**config.mk**
```make
export PLATFORM = sky130hd
export DESIGN_NAME = pt_walker
export DESIGN_NICKNAME = d
export VERILOG_FILES = /design/src/rtl/ptw_pkg.sv /design/src/rtl/ptw_index_sel.sv /design/src/rtl/ptw_entry_addr.sv /design/src/rtl/ptw_ctrl.sv /design/src/rtl/pt_walker.sv
export SDC_FILE = /design/constraint.sdc
export NUM_CORES = 1
export LEC_CHECK = 0
export ABC_AREA = 1
export ABC_CLOCK_PERIOD_IN_PS = 8700
export BUFFER_PORTS_ARGS = -buffer_cell sky130_fd_sc_hd__buf_2
export CAP_MARGIN = 5
export CORE_MARGIN = 2
export CORE_UTILIZATION = 25
export CTS_BUF_LIST = sky130_fd_sc_hd__clkbuf_16
export CTS_CLUSTER_DIAMETER = 60
export DETAILED_ROUTE_END_ITERATION = 10
export PLACE_DENSITY_LB_ADDON = 0.2
export SYNTH_ARGS = -nofsm -noshare
export SYNTH_HDL_FRONTEND = slang
export SYNTH_SLANG_ARGS = --single-unit
export TNS_END_PERCENT = 50
```
**constraint.sdc**
```tcl
create_clock -name clk_i -period 8.7 [get_ports clk_i]
set_clock_uncertainty 0.2 [all_clocks]
set_input_delay 0.87 -clock clk_i [delete_from_list [all_inputs] [get_ports clk_i]]
set_output_delay 0.87 -clock clk_i [all_outputs]
set_load 0.02 [all_outputs]
```
**src/rtl/ptw_pkg.sv**
```systemverilog
package ptw_pkg;
  localparam int unsigned PG_OFF_W    = 12;
  localparam int unsigned PTE_W       = 64;
  localparam int unsigned PTE_SHIFT   = 3;
  localparam int unsigned PRESENT_BIT = 0;
  localparam int unsigned PERM_LSB    = 1;
  localparam int unsigned PERM_W      = 3;

  typedef enum logic [1:0] {
    ST_IDLE,
    ST_ISSUE,
    ST_WAIT,
    ST_HOLD
  } ptw_state_e;
endpackage

```
**src/rtl/ptw_index_sel.sv**
```systemverilog
module ptw_index_sel import ptw_pkg::*; #(
  parameter int unsigned VA_W     = 48,
  parameter int unsigned L4_LVLS  = 4,
  parameter int unsigned L4_IDX_W = 9,
  parameter int unsigned L2_LVLS  = 2,
  parameter int unsigned L2_IDX_W = 10,
  parameter int unsigned IDX_W    = 10,
  parameter int unsigned LVL_W    = 2
) (
  input  logic [VA_W-1:0]  vaddr_i,
  input  logic             long_i,
  input  logic [LVL_W-1:0] level_i,
  output logic [IDX_W-1:0] idx_o
);
  logic [IDX_W-1:0] idx4 [L4_LVLS];
  logic [IDX_W-1:0] idx2 [L2_LVLS];
  logic             unused_offset;

  assign unused_offset = ^vaddr_i[PG_OFF_W-1:0];

  // level 0 takes the most significant slice
  for (genvar g = 0; g < L4_LVLS; g++) begin : g_idx4
    assign idx4[g] = IDX_W'(vaddr_i[PG_OFF_W + (L4_LVLS-1-g)*L4_IDX_W +: L4_IDX_W]);
  end
  for (genvar g = 0; g < L2_LVLS; g++) begin : g_idx2
    assign idx2[g] = IDX_W'(vaddr_i[PG_OFF_W + (L2_LVLS-1-g)*L2_IDX_W +: L2_IDX_W]);
  end

  always_comb begin
    idx_o = '0;
    for (int i = 0; i < L4_LVLS; i++) begin
      if (long_i && level_i == LVL_W'(i)) idx_o = idx4[i];
    end
    for (int i = 0; i < L2_LVLS; i++) begin
      if (!long_i && level_i == LVL_W'(i)) idx_o = idx2[i];
    end
  end
endmodule

```
**src/rtl/ptw_entry_addr.sv**
```systemverilog
module ptw_entry_addr import ptw_pkg::*; #(
  parameter int unsigned PA_W    = 40,
  parameter int unsigned FRAME_W = 28,
  parameter int unsigned IDX_W   = 10
) (
  input  logic [FRAME_W-1:0] base_frame_i,
  input  logic [IDX_W-1:0]   idx_i,
  output logic [PA_W-1:0]    addr_o
);
  // full add: a 1024-entry table spans two pages
  assign addr_o = {base_frame_i, {PG_OFF_W{1'b0}}} + (PA_W'(idx_i) << PTE_SHIFT);
endmodule

```
**src/rtl/ptw_ctrl.sv**
```systemverilog
module ptw_ctrl import ptw_pkg::*; #(
  parameter int unsigned PA_W    = 40,
  parameter int unsigned FRAME_W = 28,
  parameter int unsigned VA_W    = 48,
  parameter int unsigned L4_LVLS = 4,
  parameter int unsigned L2_LVLS = 2,
  parameter int unsigned LVL_W   = 2
) (
  input  logic               clk_i,
  input  logic               rst_ni,
  input  logic               xlate_en_i,
  input  logic               walk_4lvl_i,
  input  logic [FRAME_W-1:0] root_ppn_i,
  input  logic               req_valid_i,
  input  logic [VA_W-1:0]    req_vaddr_i,
  output logic               req_ready_o,
  output logic [VA_W-1:0]    walk_vaddr_o,
  output logic               walk_long_o,
  output logic [LVL_W-1:0]   level_o,
  output logic [FRAME_W-1:0] base_frame_o,
  output logic               mem_req_valid_o,
  input  logic               mem_req_ready_i,
  input  logic               mem_rsp_valid_i,
  input  logic [PTE_W-1:0]   mem_rsp_data_i,
  input  logic               ack_i,
  output logic               done_o,
  output logic               fault_o,
  output logic [FRAME_W-1:0] frame_o,
  output logic [PERM_W-1:0]  perm_o
);
  ptw_state_e         state_q;
  logic [LVL_W-1:0]   level_q;
  logic [FRAME_W-1:0] base_q, frame_q;
  logic [PERM_W-1:0]  perm_q;
  logic [VA_W-1:0]    vaddr_q;
  logic               long_q, done_q, fault_q;

  logic               last_lvl, pte_present;
  logic [FRAME_W-1:0] pte_frame;
  logic [PERM_W-1:0]  pte_perm;
  logic               unused_pte_bits;

  assign pte_present = mem_rsp_data_i[PRESENT_BIT];
  assign pte_frame   = mem_rsp_data_i[PG_OFF_W +: FRAME_W];
  assign pte_perm    = mem_rsp_data_i[PERM_LSB +: PERM_W];
  assign unused_pte_bits = ^{mem_rsp_data_i[PTE_W-1:PG_OFF_W+FRAME_W],
                             mem_rsp_data_i[PG_OFF_W-1:PERM_LSB+PERM_W]};

  assign last_lvl = long_q ? (level_q == LVL_W'(L4_LVLS-1))
                           : (level_q == LVL_W'(L2_LVLS-1));

  always_ff @(posedge clk_i or negedge rst_ni) begin
    if (!rst_ni) begin
      state_q <= ST_IDLE;
      level_q <= '0;
      base_q  <= '0;
      frame_q <= '0;
      perm_q  <= '0;
      vaddr_q <= '0;
      long_q  <= 1'b0;
      done_q  <= 1'b0;
      fault_q <= 1'b0;
    end else begin
      unique case (state_q)
        ST_IDLE: if (req_valid_i) begin
          vaddr_q <= req_vaddr_i;
          long_q  <= walk_4lvl_i;
          level_q <= '0;
          base_q  <= root_ppn_i;
          if (xlate_en_i) begin
            state_q <= ST_ISSUE;
          end else begin
            done_q  <= 1'b1;
            frame_q <= FRAME_W'(req_vaddr_i >> PG_OFF_W);
            perm_q  <= '1;
            state_q <= ST_HOLD;
          end
        end
        ST_ISSUE: if (mem_req_ready_i) state_q <= ST_WAIT;
        ST_WAIT: if (mem_rsp_valid_i) begin
          if (!pte_present) begin
            fault_q <= 1'b1;
            frame_q <= '0;
            perm_q  <= '0;
            state_q <= ST_HOLD;
          end else if (last_lvl) begin
            done_q  <= 1'b1;
            frame_q <= pte_frame;
            perm_q  <= pte_perm;
            state_q <= ST_HOLD;
          end else begin
            base_q  <= pte_frame;
            level_q <= level_q + 1'b1;
            state_q <= ST_ISSUE;
          end
        end
        ST_HOLD: if (ack_i) begin
          done_q  <= 1'b0;
          fault_q <= 1'b0;
          state_q <= ST_IDLE;
        end
        default: state_q <= ST_IDLE;
      endcase
    end
  end

  assign req_ready_o     = (state_q == ST_IDLE);
  assign mem_req_valid_o = (state_q == ST_ISSUE);
  assign walk_vaddr_o    = vaddr_q;
  assign walk_long_o     = long_q;
  assign level_o         = level_q;
  assign base_frame_o    = base_q;
  assign done_o          = done_q;
  assign fault_o         = fault_q;
  assign frame_o         = frame_q;
  assign perm_o          = perm_q;
endmodule

```
**src/rtl/pt_walker.sv**
```systemverilog
module pt_walker import ptw_pkg::*; #(
  parameter int unsigned PA_W     = 40,
  parameter int unsigned L4_LVLS  = 4,
  parameter int unsigned L4_IDX_W = 9,
  parameter int unsigned L2_LVLS  = 2,
  parameter int unsigned L2_IDX_W = 10,
  parameter int unsigned VA_W     = PG_OFF_W + L4_LVLS*L4_IDX_W,
  parameter int unsigned FRAME_W  = PA_W - PG_OFF_W
) (
  input  logic               clk_i,
  input  logic               rst_ni,
  input  logic               xlate_en_i,
  input  logic               walk_4lvl_i,
  input  logic [FRAME_W-1:0] root_ppn_i,
  input  logic               req_valid_i,
  input  logic [VA_W-1:0]    req_vaddr_i,
  output logic               req_ready_o,
  output logic               mem_req_valid_o,
  output logic [PA_W-1:0]    mem_req_addr_o,
  input  logic               mem_req_ready_i,
  input  logic               mem_rsp_valid_i,
  input  logic [PTE_W-1:0]   mem_rsp_data_i,
  output logic               done_o,
  output logic               fault_o,
  output logic [FRAME_W-1:0] frame_o,
  output logic [PERM_W-1:0]  perm_o,
  input  logic               ack_i
);
  localparam int unsigned MAX_LVLS = (L4_LVLS > L2_LVLS) ? L4_LVLS : L2_LVLS;
  localparam int unsigned LVL_W    = (MAX_LVLS > 1) ? $clog2(MAX_LVLS) : 1;
  localparam int unsigned IDX_W    = (L4_IDX_W > L2_IDX_W) ? L4_IDX_W : L2_IDX_W;

  logic [VA_W-1:0]    walk_vaddr;
  logic               walk_long;
  logic [LVL_W-1:0]   level;
  logic [FRAME_W-1:0] base_frame;
  logic [IDX_W-1:0]   idx;

  ptw_ctrl #(
    .PA_W(PA_W), .FRAME_W(FRAME_W), .VA_W(VA_W),
    .L4_LVLS(L4_LVLS), .L2_LVLS(L2_LVLS), .LVL_W(LVL_W)
  ) u_ctrl (
    .clk_i          (clk_i),
    .rst_ni         (rst_ni),
    .xlate_en_i     (xlate_en_i),
    .walk_4lvl_i    (walk_4lvl_i),
    .root_ppn_i     (root_ppn_i),
    .req_valid_i    (req_valid_i),
    .req_vaddr_i    (req_vaddr_i),
    .req_ready_o    (req_ready_o),
    .walk_vaddr_o   (walk_vaddr),
    .walk_long_o    (walk_long),
    .level_o        (level),
    .base_frame_o   (base_frame),
    .mem_req_valid_o(mem_req_valid_o),
    .mem_req_ready_i(mem_req_ready_i),
    .mem_rsp_valid_i(mem_rsp_valid_i),
    .mem_rsp_data_i (mem_rsp_data_i),
    .ack_i          (ack_i),
    .done_o         (done_o),
    .fault_o        (fault_o),
    .frame_o        (frame_o),
    .perm_o         (perm_o)
  );

  ptw_index_sel #(
    .VA_W(VA_W), .L4_LVLS(L4_LVLS), .L4_IDX_W(L4_IDX_W),
    .L2_LVLS(L2_LVLS), .L2_IDX_W(L2_IDX_W), .IDX_W(IDX_W), .LVL_W(LVL_W)
  ) u_idx (
    .vaddr_i(walk_vaddr),
    .long_i (walk_long),
    .level_i(level),
    .idx_o  (idx)
  );

  ptw_entry_addr #(
    .PA_W(PA_W), .FRAME_W(FRAME_W), .IDX_W(IDX_W)
  ) u_addr (
    .base_frame_i(base_frame),
    .idx_i       (idx),
    .addr_o      (mem_req_addr_o)
  );
endmodule

```
==> results of run 1 <==
## how the worst min path moves through the flow
stage	from	endpoint	slack (ps)
after floorplan	u_ctrl.base_frame_o[0]	u_ctrl.base_frame_o[0]	250
after global placement	u_ctrl.frame_o[18]	u_ctrl.frame_o[18]	260
after detailed placement	u_ctrl.frame_o[25]	u_ctrl.frame_o[25]	260
after CTS	u_ctrl.frame_o[25]	u_ctrl.frame_o[25]	280
after global routing	u_ctrl.frame_o[16]	u_ctrl.frame_o[16]	300
final	u_ctrl.done_o	u_ctrl.done_o	280
## power breakdown
| group | switching (W) | internal, W | leakage [nW] |
|---|---|---|---|
| clock | 0.000197 | 0.000254 | 0.154 |
| sequential | 0.000209 | 0.000702 | 1.26 |
| combinational | 0.00111 | 0.000489 | 2.73 |
## placed cells by master, fill, tap and decap left out, drive strengths merged
cell,instances
nand2,393
ha,6
dfrtp,102
nor2,91
clkinv,5
clkbuf,9
o22ai,28
conb,3
inv,86
bufinv,2
nand3b,10
a21oi,14
nand3,25
nor3,1
clkinvlp,1
buf,180
xnor2,5
a31oi,1
xor2,11
nand4,31
o21ai,56
## final cells by class
| type | count | area [sq um] | area share [%] |
|---|---|---|---|
| Multi-Input combinational cell | 675 | 3020 | 40.0 |
| Clock buffer | 9 | 225 | 2.99 |
| Clock inverter | 7 | 97.6 | 1.29 |
| Sequential cell | 102 | 2550 | 33.8 |
| Tap cell | 324 | 405 | 5.37 |
| Timing Repair Buffer | 180 | 916 | 12.1 |
| Inverter | 87 | 329 | 4.36 |
## sequential cells by signal (all words and copies together) (netlist names)
| name | flops |
|---|---|
| u_ctrl.state_q | 2 |
| u_ctrl.base_frame_o | 28 |
| u_ctrl.frame_o | 28 |
| u_ctrl.fault_o | 1 |
| u_ctrl.walk_vaddr_o | 36 |
| u_ctrl.done_o | 1 |
| u_ctrl.level_o | 2 |
| u_ctrl.perm_o | 3 |
| u_ctrl.walk_long_o | 1 |
## stage by stage
stage	worst slack [ps]	hold slack, ps
after global routing	3570	302
after global placement	4480	262
final	4120	279
after CTS	4060	283
after detailed placement	4460	264
after floorplan	4980	248
## cells by family (layout without fill, tap and decap cells)
kind of cell	count (synthesis)	in the layout	share of synthesized area, %
compound gates	99	99	8.60
xor+xnor	16	16	2.27
fa+ha+maj	6	6	1.21
buf+inv	136	283	10.0
flops	102	102	41.3
other cells	1	3	0.0607
simple gates	551	551	36.5
## metal layers
| layer | vias to the layer above | share of wire, % |
|---|---|---|
| li1 | 3138 | - |
| met1 | 2794 | 49 |
| met2 | 172 | 44 |
| met3 | 26 | 5.3 |
| met4 | 2 | 2.4 |
| met5 | - | 0.031 |
## worst max-delay path: stages, from the launching register on
cell and delay [ps]:
dfrtp_1 420, inv_1 90, ha_1 560, inv_1 130, nor2_1 110, nand2_1 50, o21ai_0 110, ha_1 350
ha_1 290, inv_1 80, nor2_1 310, nand2_1 190, nor2_1 160, xor2_1 140, buf_2 170
==> qor.csv, run 1 <==
stage,metric,value,unit
worst_setup_path,startpoint,u_ctrl.level_o[1],
sta,worst_pin_slew,869,ps
worst_setup_path,crit_fanout,20,
floorplanning,fp.dieH,161,microns
run,drv_cap,0,
global_routing,globalRouteMet3Util,3.16,%
hold_path,hold_path.class,reg -> reg,
clock_tree,hold_buffers,0,
worst_setup_path,crit_required,7630,ps
global_routing,grt_pass1_vias,6021,
placed_design,post_dp_cell_area,7220,sq um
yosys,synth_common_cells,"nand2_1 (391), dfrtp_1 (102), nor2_1 (88), inv_1 (80), o21ai_0 (53)",
worst_setup_path,r2r_end,u_ctrl.frame_o[12],
placed_design,gp_congestion,0.876,
sta,period_share,52.7,%
yosys,yosys_warnings,0,
yosys,syn_area,6180,sq um
placed_design,dp.cells,1368,
sta,fin_tns_setup,0,ps
clock_tree,ctsRootBufferMaster,clkbuf_16,
floorplanning,num_rows,57,
floorplanning,die-area,26000,sq um
clock_tree,clk_path_buf_depth,2,
worst_setup_path,worst-setup-path-type,reg -> out,
final_layout,drive_gt1_share,19.5,%
clock_tree,postCtsResizedCells,0,
clock_tree,cts_setup_buffers,0,
worst_setup_path,reg2reg_depth,10,
global_routing,grt_use_met2,26.9,%
placed_design,dp_hpwl,17100,microns
yosys,syn_inst,911,
power,vdd_drop_max,0.000195,V
power,leakagePower,4.14,nW
sta,slew_headroom,42.0,%
clock_tree,clock-sinks,102,
sta,grt_setup_unrepaired,no,
final_layout,diodes,0,
route,vias,6132,
yosys,synthArstFlopShare,100,%
clock_tree,cts_tree,yes,
global_routing,track_usage,17.7,%
floorplanning,ios,223,
placed_design,portBuffers,175,
global_routing,grt-busiest-layer,met2,
final_layout,design_area,7540,sq um
clock_tree,clkTransAtPathRegs,70,ps
clock_tree,h-tree-depth,3,
sta,timing_hold_violations_final,0,
yosys,netlist.area_leader.share,41.3,%
worst_setup_path,critical_path_arrival,3510,ps
power,power.total,0.00296,W
yosys,ys_types,30,
worst_setup_path,r2r_slack,5170,ps
final_layout,nNetsFinal,1209,
yosys,synthTopCellsByArea,"dfrtp_1 (41%), nand2_1 (24%), nor2_1 (5.3%)",
hold_path,hold_depth,2,
global_routing,grt_max_degree,75,
floorplanning,initial_utilization,25.4,%
sta,fmax,218,MHz
final_layout,syn2layout_area_growth,22.0,%
power,p_per_area,393,nW/um^2
final_layout,final.fill_count,2750,
yosys,synth_seq_cells,102,
worst_setup_path,reg2reg_from,u_ctrl.level_o[1],
yosys,synth_edf_count,0,
route,drc,0,
route,drt-initial-drc-count,399,
route,drt_wl_total,22800,microns
route,via_per_inst,4.43,
yosys,syn_area_per_cell,6.78,sq um
worst_setup_path,startpoint_type,register,
global_routing,antenna_found_initial,1,
global_routing,grt.met1_usage,25.2,%
status,status,"complete, no violations",
yosys,yosysTopAreaCell,dfrtp_1,
sta,slew_viol_final,0,
route,post_drt_wl_per_cell,16.5,microns
route,final_antenna_net_count,0,
worst_setup_path,crit_path_end_kind,output port,
clock_tree,clock_latency,350,ps
yosys,synth_flop_cell,dfrtp_1,
yosys,synth.yosys.seq_area_share,41.3,%
global_routing,grt_overflow,0,
worst_setup_path,crit_end,mem_req_addr_o[28],
floorplanning,die_width,161,microns
route,dr.pass1.iters,5,
final_layout,final_util,31.0,%
global_routing,grt_pass1_wl,35200,microns
floorplanning,core-area,24300,sq um
sta,min_period,4580,ps
clock_tree,cts_made_buffers,9,
final_layout,finalNonFillerCells,1384,
sta,setup_viol,0,
yosys,synthMostInstantiatedCell,nand2_1,
Note: power is estimated with default switching activity, not from simulation.
==> run 2, diff against run 1 <==
--- a/config.mk
+++ b/config.mk
@@ -6,7 +6,7 @@
 export NUM_CORES = 1
 export LEC_CHECK = 0
 export ABC_AREA = 1
-export ABC_CLOCK_PERIOD_IN_PS = 8700
+export ABC_CLOCK_PERIOD_IN_PS = 3930
 export BUFFER_PORTS_ARGS = -buffer_cell sky130_fd_sc_hd__buf_2
 export CAP_MARGIN = 5
 export CORE_MARGIN = 2
==> constraint.sdc (replaced) <==
create_clock -name clk_i -period 3.93 [get_ports clk_i]
set_clock_uncertainty 0.2 [all_clocks]
set_input_delay 0.393 -clock clk_i [delete_from_list [all_inputs] [get_ports clk_i]]
set_output_delay 0.393 -clock clk_i [all_outputs]
set_load 0.02 [all_outputs]
==> qor.csv, run 2 (synthesis results as in run 1) <==
stage,metric,value,unit
final_layout,syn2layout_area_growth,22.9,%
sta,fin_tns_setup,0,ps
clock_tree,clock-sinks,102,
sta,period_share,90.0,%
clock_tree,cts_made_buffers,9,
worst_setup_path,crit_required,3340,ps
sta,min_period,3540,ps
worst_setup_path,crit_path_end_kind,output port,
power,leakagePower,4.17,nW
final_layout,layout_commonest_cell,nand2_1,
worst_setup_path,startpoint_type,register,
sta,timing_hold_violations_final,0,
floorplanning,die-area,26000,sq um
route,via_per_inst,4.45,
final_layout,drive_gt1_share,20.0,%
route,drc,0,
placed_design,portBuffers,175,
route,drt-initial-drc-count,299,
global_routing,grt_pass1_vias,6103,
worst_setup_path,worst-setup-path-type,reg -> out,
clock_tree,clkTransAtPathRegs,80,ps
global_routing,grt_max_degree,61,
final_layout,multiInputGateArea,3020,sq um
clock_tree,ctsRootBufferMaster,clkbuf_16,
floorplanning,core-area,24300,sq um
final_layout,final_cell_mix,"nand2_1 (390), buf_2 (174), dfrtp_1 (102)",
sta,grt_setup_unrepaired,no,
global_routing,antenna_found_initial,1,
final_layout,seqCellArea,2550,sq um
global_routing,grt_overflow,0,
worst_setup_path,critical_path_arrival,2940,ps
worst_setup_path,cp_top_family,adder cells,
final_layout,final.fill_count,2764,
hold_path,hold_path.class,in -> reg,
clock_tree,clk_path_buf_depth,2,
sta,slew_viol_final,0,
clock_tree,h-tree-depth,3,
worst_setup_path,cp_cell_sequence,inv_1 > ha_1 > nand2_1 > o21ai_0 > ha_1 > ha_1 > inv_1 > nor2_2 > nand2_1 > nor2_1 > xor2_1 > buf_2,
route,final_antenna_net_count,0,
global_routing,grt_pass1_wl,35100,microns
floorplanning,initial_utilization,25.4,%
clock_tree,cts_tree,yes,
run,drv_cap,0,
worst_setup_path,crit_top_cell,ha_1,
worst_setup_path,crit_slowest_cell,dfrtp_1,
global_routing,track_usage,17.6,%
placed_design,dp_hpwl,17400,microns
floorplanning,die_width,161,microns
route,post_drt_wl_per_cell,16.2,microns
clock_tree,clock_latency,350,ps
final_layout,finalNonFillerCells,1391,
route,drt_wl_total,22600,microns
final_layout,nNetsFinal,1215,
worst_setup_path,crit_fanout,5,
floorplanning,fp.dieH,161,microns
status,status,"complete, no violations",
placed_design,gp_congestion,0.880,
power,vdd_drop_max,0.000300,V
worst_setup_path,cp_slowest_stage_delay,420,ps
route,dr.pass1.iters,5,
sta,worst_pin_slew,843,ps
sta,slew_headroom,43.8,%
sta,fmax,283,MHz
power,p_per_area,862,nW/um^2
floorplanning,ios,223,
placed_design,dp.cells,1373,
sta,setup_viol,0,
floorplanning,num_rows,57,
route,vias,6183,
worst_setup_path,path_buf_inv,3,
final_layout,largest_register_ffs,36,
[run 2: what timing repair did]
| action | CTS | global route |
|---|---|---|
| hold endpoints to repair | 58 | 0 |
| hold buffers | 1 | 0 |
| endpoints found under the setup margin | 0 | 1 |
| setup buffers | 0 | 0 |
| resized for setup | 0 | 1 |
[run 2: layout make-up]
type / instances / area share [%]
Antenna cell: 1 / 0.0330
Clock buffer: 9 / 2.97
Clock inverter: 7 / 1.25
Inverter: 87 / 4.33
Multi-Input combinational cell: 675 / 39.8
Sequential cell: 102 / 33.6
Tap cell: 324 / 5.34
Timing Repair Buffer: 186 / 12.7
[run 2: path summary, 6_finish.rpt]
path / depth (start not counted) / slack [ps] / end / start
setup / recovery: 12 / 390 / mem_req_addr_o[28] / u_ctrl.level_o[0]
hold / removal: 3 / 90 / u_ctrl.walk_vaddr_o[43] / req_vaddr_i[43]
setup reg to reg: 7 / 1090 / u_ctrl.base_frame_o[20] / u_ctrl.state_q[1]
hold reg to reg: 2 / 270 / u_ctrl.done_o / u_ctrl.done_o
max in group asynchronous: 3 / 2180 / u_ctrl.walk_vaddr_o[30] / rst_ni
min in group asynchronous: 2 / 470 / u_ctrl.walk_vaddr_o[13] / rst_ni
[run 2: power breakdown]
group | switching (W) | total [W] | internal, W
sequential | 0.000459 | 0.00201 | 0.00156
combinational | 0.00244 | 0.00354 | 0.00110
clock | 0.000435 | 0.000997 | 0.000562
total | 0.00333 | 0.00655 | 0.00322
[run 2: per-layer routing]
layer	track usage, %	wire length, microns	vias up
met1	24.9	11000	2844
met2	27.3	9960	165
met3	3.65	1150	21
met5	0	0	-
li1	-	-	3153
met4	5.03	461	0
[run 2: worst reg2reg max path, delay by kind of cell, from the launching register on]
kind                   cells  cell delay [ps]
DFF                        1              540
buffers and inverters      2              450
and+or+nand+nor            5             1600
[run 2: per-stage QoR]
| step | hold slack (ps) | cell area [sq um] | power, W | util [%] | worst slack [ps] |
|---|---|---|---|---|---|
| 6_report | 86.1 | 7590 | 0.00655 | 31.2 | 395 |
| 3_5_place_dp | 259 | 7260 | 0.00563 | 29.8 | 647 |
| 3_3_place_gp | 262 | 7260 | 0.00561 | 29.8 | 658 |
| 5_1_grt | 96.8 | 7590 | 0.00714 | 31.2 | 99.1 |
| 2_1_floorplan | -103 | 6190 | 0.00444 | - | 691 |
| 4_1_cts | 80.0 | 7590 | 0.00664 | 31.2 | 251 |
==> run 3, diff against run 2 <==
--- a/config.mk
+++ b/config.mk
@@ -14,7 +14,7 @@
 export CTS_BUF_LIST = sky130_fd_sc_hd__clkbuf_16
 export CTS_CLUSTER_DIAMETER = 60
 export DETAILED_ROUTE_END_ITERATION = 10
-export PLACE_DENSITY_LB_ADDON = 0.2
+export PLACE_DENSITY = 0.44
 export SYNTH_ARGS = -nofsm -noshare
 export SYNTH_HDL_FRONTEND = slang
 export SYNTH_SLANG_ARGS = --single-unit
==> qor.csv, run 3 (synthesis results as in run 1) <==
stage,metric,value,unit
clock_tree,cts_made_buffers,9,
sta,min_period,3570,ps
worst_setup_path,crit_top_cell,ha_1,
route,drt_wl_total,22700,microns
power,intPower,0.00328,W
worst_setup_path,worst-setup-path-type,reg -> out,
final_layout,syn2layout_area_growth,23.1,%
floorplanning,fp.dieH,161,microns
power,power.switching,0.00333,W
route,post_drt_wl_per_cell,16.3,microns
worst_setup_path,startpoint_type,register,
status,status,"complete, no violations",
sta,fmax,281,MHz
global_routing,antenna_found_initial,0,
route,drc,0,
clock_tree,clk_path_buf_depth,2,
power,switching_share,50.4,%
final_layout,seqCellArea,2550,sq um
run,drv_cap,0,
clock_tree,h-tree-depth,3,
worst_setup_path,cp_top_family,adder cells,
hold_path,min_from,req_vaddr_i[41],
final_layout,diodes,0,
route,vias,6232,
clock_tree,clock_latency,350,ps
hold_path,hold_path.class,in -> reg,
worst_setup_path,crit_required,3340,ps
route,final_antenna_net_count,0,
final_layout,final_cell_mix,"nand2_1 (390), buf_2 (174), dfrtp_1 (102)",
placed_design,pre_cts_ws,610,ps
worst_setup_path,cp_cell_sequence,inv_1 > ha_1 > nand2_1 > o21ai_0 > ha_1 > ha_1 > inv_1 > nor2_2 > nand2_1 > nor2_1 > xor2_1 > buf_2,
route,dr.pass1.iters,6,
final_layout,multiInputGateArea,3020,sq um
final_layout,design_area,7610,sq um
sta,timing_hold_violations_final,0,
clock_tree,ctsRootBufferMaster,clkbuf_16,
worst_setup_path,critical_path_arrival,2970,ps
worst_setup_path,crit_slowest_cell,dfrtp_1,
sta,slew_headroom,41.6,%
sta,worst_pin_slew,876,ps
global_routing,grt_max_degree,65,
global_routing,grt_pass1_vias,6078,
global_routing,grt_overflow,0,
floorplanning,ios,223,
clock_tree,cts_setup_buffers,0,
floorplanning,num_rows,57,
worst_setup_path,crit_fanout,5,
worst_setup_path,startpoint,u_ctrl.level_o[0],
power,seqPwrFrac,30.4,%
floorplanning,core-area,24300,sq um
power,p_comb_share,54.1,%
sta,period_share,90.7,%
placed_design,post_dp_cell_area,7260,sq um
floorplanning,initial_utilization,25.4,%
final_layout,drive_gt1_share,19.9,%
global_routing,grt_pass1_wl,35100,microns
worst_setup_path,cp_slowest_stage_delay,410,ps
final_layout,nNetsFinal,1215,
sta,slew_viol_final,0,
power,clkPwrFrac,15.5,%
sta,grt_setup_unrepaired,no,
worst_setup_path,reg2reg_from,u_ctrl.state_q[1],
clock_tree,cts_tree,yes,
sta,setup_viol,0,
floorplanning,die_width,161,microns
final_layout,largest_register_ffs,36,
final_layout,final.fill_count,2723,
worst_setup_path,path_buf_inv,3,
power,leakagePower,4.18,nW
sta,fin_tns_setup,0,ps
placed_design,portBuffers,175,
power,p_per_area,869,nW/um^2
worst_setup_path,crit_path_end_kind,output port,
placed_design,dp_hpwl,17400,microns
floorplanning,die-area,26000,sq um
route,drt-initial-drc-count,349,
placed_design,gp_congestion,0.851,
clock_tree,clock-sinks,102,
sta,fin_ws,365,ps
route,via_per_inst,4.48,
power,vdd_drop_max,0.000301,V
global_routing,track_usage,17.6,%
final_layout,layout_commonest_cell,nand2_1,
clock_tree,clkTransAtPathRegs,70,ps
-- run 3: what timing repair did --
item / CTS / global route
gates resized for setup: 0 / 1
hold endpoints to repair: 12 / 0
hold buffers: 1 / 0
setup endpoints to repair: 0 / 1
-- run 3: final timing paths --
kind / endpoint / slack, ps / cells after the start
setup / recovery: mem_req_addr_o[28] / 360 / 12
hold reg to reg: u_ctrl.frame_o[0] / 280 / 2
min in group asynchronous: u_ctrl.perm_o[2] / 500 / 2
setup reg to reg: u_ctrl.base_frame_o[27] / 1120 / 7
max in group asynchronous: u_ctrl.base_frame_o[27] / 2200 / 3
hold / removal: u_ctrl.walk_vaddr_o[41] / 90 / 3
-- run 3: worst register-to-register path, cell delays in order, from the launching register on --
cell	delay, ps
dfrtp_1	550
inv_2	110
nor2_4	530
nand2_2	590
nand3_1	250
buf_4	340
nand2_1	110
nand2_1	70
-- run 3: cell type report --
type	instances	area share (%)
clock buffers	9	2.96
clock inverters	7	1.51
inverters	87	4.32
multi-input cells	675	39.7
flip-flops and latches	102	33.5
well taps	324	5.33
repair buffers	186	12.7
-- run 3: through the flow --
step                      hold WS (ps)  std cells  utilization (%)  total power [W]
after floorplan                   -103        913                -          0.00444
after global placement             262       1373             29.8          0.00563
after detailed placement           262       1373             29.8          0.00565
after CTS                         81.4       1390             31.3          0.00670
after global routing               113       1390             31.3          0.00720
final                             91.9       1390             31.3          0.00661
-- run 3: metal layers --
| layer | vias to the layer above | GRT usage [%] | share of wire (%) |
|---|---|---|---|
| met2 | 168 | 27.2 | 44 |
| met3 | 25 | 4.37 | 6.2 |
| met1 | 2881 | 24.3 | 48 |
| met4 | 0 | 4.99 | 2.0 |
| li1 | 3158 | - | - |
| met5 | - | 0 | 0 |
-- run 3: power groups by stage --
stage / clock network, W / logic (W) / registers, W
floorplan: 0 / 0.00239 / 0.00204
global placement: 0 / 0.00360 / 0.00203
detailed placement: 0 / 0.00363 / 0.00202
CTS: 0.00106 / 0.00363 / 0.00201
global route: 0.00109 / 0.00404 / 0.00207
finish: 0.00103 / 0.00358 / 0.00201
